<file path="src/rtl/clksw_ctrl.sv">
module clksw_ctrl #(
  parameter int FALL_COUNT = 8,
  parameter int DLY_FALLS  = 1
) (
  input  logic       clk_i,
  input  logic       rst_ni,
  input  logic       pri_osc_i,
  input  logic       rc_osc_i,
  input  logic       sec_osc_i,
  input  logic       sec_en_i,
  input  logic       sel_wr_i,
  input  logic [1:0] sel_data_i,
  output logic [1:0] sel_o,
  output logic       sys_clk_o,
  output logic [1:0] qphase_o,
  output logic       pri_shdn_o,
  output logic       osts_o,
  output logic       sec_run_o
);

  localparam int CW = $clog2(FALL_COUNT + DLY_FALLS + 1);
  localparam logic [1:0] SRC_PRI = 2'd0;
  localparam logic [1:0] SRC_RC  = 2'd1;
  localparam logic [1:0] SRC_SEC = 2'd2;

  typedef enum logic [2:0] {S_RUN, S_STOP, S_HOLD, S_DLY, S_START} st_e;

  st_e           st;
  logic [2:0]    sy1, sy2;
  logic          sec_d;
  logic [1:0]    sel_q, cur, nxt, ph;
  logic          gate, clk_q, osts_q, shdn_q, srun_q;
  logic [CW-1:0] cnt;

  function automatic logic [1:0] src_of(input logic [1:0] c);
    return c[0] ? SRC_SEC : (c[1] ? SRC_RC : SRC_PRI);
  endfunction

  wire [1:0] wr_fin   = sec_en_i ? sel_data_i : {sel_data_i[1], 1'b0};
  wire       sw_req   = sel_wr_i && (st == S_RUN) && (wr_fin != sel_q);
  wire       sec_fall = sec_d & ~sy2[2];
  wire       cur_clk  = sy2[cur];
  wire       nxt_clk  = sy2[nxt];

  always_ff @(posedge clk_i or negedge rst_ni) begin
    if (!rst_ni) begin
      sy1   <= '0;
      sy2   <= '0;
      sec_d <= 1'b0;
    end else begin
      sy1   <= {sec_osc_i, rc_osc_i, pri_osc_i};
      sy2   <= sy1;
      sec_d <= sy2[2];
    end
  end

  always_ff @(posedge clk_i or negedge rst_ni) begin
    if (!rst_ni) begin
      st     <= S_RUN;
      sel_q  <= 2'b00;
      cur    <= SRC_PRI;
      nxt    <= SRC_PRI;
      gate   <= 1'b1;
      clk_q  <= 1'b0;
      ph     <= 2'd0;
      cnt    <= '0;
      osts_q <= 1'b1;
      shdn_q <= 1'b0;
      srun_q <= 1'b0;
    end else begin
      clk_q <= gate & cur_clk;
      if (gate && cur_clk && !clk_q) ph <= ph + 2'd1;
      case (st)
        S_RUN: if (sw_req) begin
          sel_q <= wr_fin;
          nxt   <= src_of(wr_fin);
          st    <= S_STOP;
          if (wr_fin[0]) begin
            osts_q <= 1'b0;
            shdn_q <= 1'b1;
          end else if (sel_q[0]) begin
            srun_q <= 1'b0;
            shdn_q <= 1'b0;
          end
        end
        S_STOP: if (!cur_clk) begin
          gate <= 1'b0;
          ph   <= 2'd0;
          cnt  <= '0;
          st   <= (nxt == SRC_SEC) ? S_HOLD : S_START;
        end
        S_HOLD: if (sec_fall) begin
          if (cnt == CW'(FALL_COUNT - 1)) begin
            cnt    <= '0;
            srun_q <= 1'b1;
            st     <= S_DLY;
          end else begin
            cnt <= cnt + 1'b1;
          end
        end
        S_DLY: if (sec_fall) begin
          if (cnt == CW'(DLY_FALLS - 1)) begin
            cnt <= '0;
            st  <= S_START;
          end else begin
            cnt <= cnt + 1'b1;
          end
        end
        S_START: if (!nxt_clk) begin
          gate <= 1'b1;
          cur  <= nxt;
          st   <= S_RUN;
          if (nxt == SRC_PRI) osts_q <= 1'b1;
        end
        default: st <= S_RUN;
      endcase
    end
  end

  assign sel_o      = sel_q;
  assign sys_clk_o  = clk_q;
  assign qphase_o   = ph;
  assign pri_shdn_o = shdn_q;
  assign osts_o     = osts_q;
  assign sec_run_o  = srun_q;

endmodule

</file>
<file path="config.mk">
export PLATFORM = sky130hd
export DESIGN_NAME = clksw_ctrl
export DESIGN_NICKNAME = d
export VERILOG_FILES = /design/src/rtl/clksw_ctrl.sv
export SDC_FILE = /design/constraint.sdc
export NUM_CORES = 1
export LEC_CHECK = 0
export BUFFER_PORTS_ARGS = -buffer_cell sky130_fd_sc_hd__buf_4
export CORE_MARGIN = 10
export CORE_UTILIZATION = 25
export CTS_CLUSTER_DIAMETER = 200
export DETAILED_ROUTE_END_ITERATION = 12
export PLACE_DENSITY_LB_ADDON = 0.08
export SLEW_MARGIN = 20
export SYNTH_ARGS = -nofsm -noshare
export SYNTH_HDL_FRONTEND = slang
export SYNTH_SLANG_ARGS = --single-unit
</file>
<file path="constraint.sdc">
create_clock -name clk_i -period 2.8 [get_ports clk_i]
set_clock_uncertainty 0.05 [all_clocks]
set_input_delay 0.14 -clock clk_i [delete_from_list [all_inputs] [get_ports clk_i]]
set_output_delay 0.14 -clock clk_i [all_outputs]
set_load 0.02 [all_outputs]
</file>
==> metrics.cfg <==
[grt]
antenna_found_initial=0
grt_max_degree=27
grt-ovfl-total=0
grt_usage=0.06838
grt_pass1_wl_um=4754
grt_pass1_vias=999

[place]
io_buffers=16
place_congestion=0.7397
placedCellCount=196
hpwl_um=1992

[floorplanning]
core_mm2=0.004817
rows=25
dieArea_mm2=0.008331
io_pins=17
die_x_um=91.28
initial_core_util=0.2636
die_h_um=91.28

[setup_path]
path_class=register to register
worstSetupEndpointType=register
crit_path_start_kind=register
crit_fanout=7
arrival_ps=2000
worstPathRequired_ps=2920

[layout]
final_cell_mix=dfrtp_1 (24), buf_4 (16), inv_1 (8)
layout.nets=150
layout_commonest_cell=dfrtp_1
final_core_util=0.3252
final_layout_size_suffix_gt1_frac=0.2263
stdcell_count=204
diodes=0
synthToLayoutAreaGrowth_pct=23.35

[sta]
clock.fmax_mhz=531.6
rsz0062_at_grt=false
tns_ps=0
finalHoldViolCount=0
hold_ws_ps=73.92
worst_pin_slew_ps=592.8
slew_headroom=0.6031
setup_viol_count_final=0
slew_viol_final=0
period_needed_ps=1881
fin_crit_sh=0.6719

[synthesis]
synth.distinct_cells=41
ys_async_sr_fraction=1.000
synthCells=116
synth-seq-cells=26
synth_ff_type=dfrtp_1
synth_edf_count=0
synthTopCellsByArea=dfrtp_1 (47%), mux2i_1 (4.7%), dfstp_2 (4.1%), mux2_2 (3.5%), ha_1 (3.0%)
netlist_area_mm2=0.001270
ys_seq_area_frac=0.5143
yosys_warnings=0
yosysTopAreaCell=dfrtp_1
syn-num-nets=128
yosysTopAreaCellShare=0.4729
syn_area_per_cell_um2=10.95

[clock_network]
tritoncts=done
insertion_delay_ps=270
clock_path_buffers=2
cts_buffers=3
cts_setup_buffers=0
clock_sinks=26
clk_pin_slew_ps=90
root_buffer=clkbuf_8
cts.htree.levels=1

[run]
max_cap_viol_count=0

[route]
num_vias=910
via_per_inst=4.461
detail_route.first_pass.iterations=4
ant_nets=0
drtIter0Drc=33
drc=0
routed_wl_um=2695
wl_per_cell_um=13.21

[power_and_ir_drop]
p_total_w=0.001502
vdd_drop_max_mv=0.4880
cellLeakagePower_nw=0.6772
power.density_mw_per_mm2=958.9

[hold_path]
hold_path_class=primary input to register

[outcome]
outcome=finished clean

## layer usage
layer | up-vias | global-route usage | wire length, um
met5 | - | 0 | 0
met4 | 0 | 0.01958 | 19
met3 | 2 | 0.02798 | 140
met2 | 23 | 0.1038 | 1190
met1 | 424 | 0.08675 | 1345
li1 | 461 | - | -
## registers in the layout (all words and copies together), names as in the netlist
name,cells
st,3
sy2,3
sec_run_o,1
pri_shdn_o,1
cnt,4
sec_d,1
gate,1
sel_o,2
nxt,1
sys_clk_o,1
qphase_o,2
osts_o,1
cur,2
sy1,3
## timing repair
item | 4_1_cts | 5_1_grt
endpoints found under the hold margin | 27 | 0
hold buffers | 4 | 0
gates resized for setup | 0 | 0
## path summary, 6_finish.rpt
path                               startpoint     endpoint  slack [ps]  cells past startpoint
worst max-delay path                 sel_o[0]     sel_o[1]         920                      5
worst min-delay path            sel_data_i[1]     sel_o[1]          70                      2
worst max register to register       sel_o[0]     sel_o[1]         920                      5
worst min register to register         sy1[1]       sy2[1]         310                      0
max in group asynchronous              rst_ni       osts_o        2140                      2
min in group asynchronous              rst_ni  qphase_o[1]         260                      2
## power breakdown
group | internal [W] | leakage (nW) | switching (W) | total [W]
logic | 0.000275 | 0.315 | 0.000300 | 0.000575
clock network | 0.000191 | 0.0357 | 0.000125 | 0.000316
registers | 0.000487 | 0.326 | 0.000123 | 0.000610
## cell families after synthesis
| family | Yosys count | share of synthesized area |
|---|---|---|
| flip-flops | 26 | 0.5143 |
| buffers and inverters | 11 | 0.03842 |
| AO/OA/AOI/OAI | 23 | 0.1261 |
| multiplexers | 10 | 0.08276 |
| XOR/XNOR | 1 | 0.006898 |
| AND/OR/NAND/NOR | 42 | 0.2020 |
| adder cells (fa/ha/maj) | 3 | 0.02956 |
## worst max-delay path: stages (launching register included)
cell and delay [ps]:
dfrtp_1 450, inv_1 110, ha_1 280, o21ai_0 130, nor2_1 380, mux2_2 380
## stage by stage
stage               area [um2]  setup WS, ps
floorplan                 1270          1100
global placement          1455         993.2
detailed placement        1455         903.9
CTS                       1567         887.1
global route              1567         777.6
finish                    1567         918.7
## synthesized netlist by cell type (3+ instances only)
| cell | number |
|---|---|
| nor2_1 | 5 |
| mux2_2 | 4 |
| ha_1 | 3 |
| nand2_1 | 7 |
| or3_1 | 3 |
| o21ai_0 | 5 |
| a21oi_1 | 6 |
| nand3_1 | 6 |
| mux2i_1 | 6 |
| inv_1 | 8 |
| nor3_1 | 4 |
| dfrtp_1 | 24 |
## final cells by class
cell class / count / area (um2)
clock buffer: 3 / 41.29
sequential: 26 / 653.1
multi-input combinational: 79 / 568.0
clock inverter: 1 / 30.03
fill: 518 / 3251
timing repair buffer: 20 / 160.2
tap: 67 / 83.83
inverter: 8 / 30.03
Power figures use the tool's default switching activity.
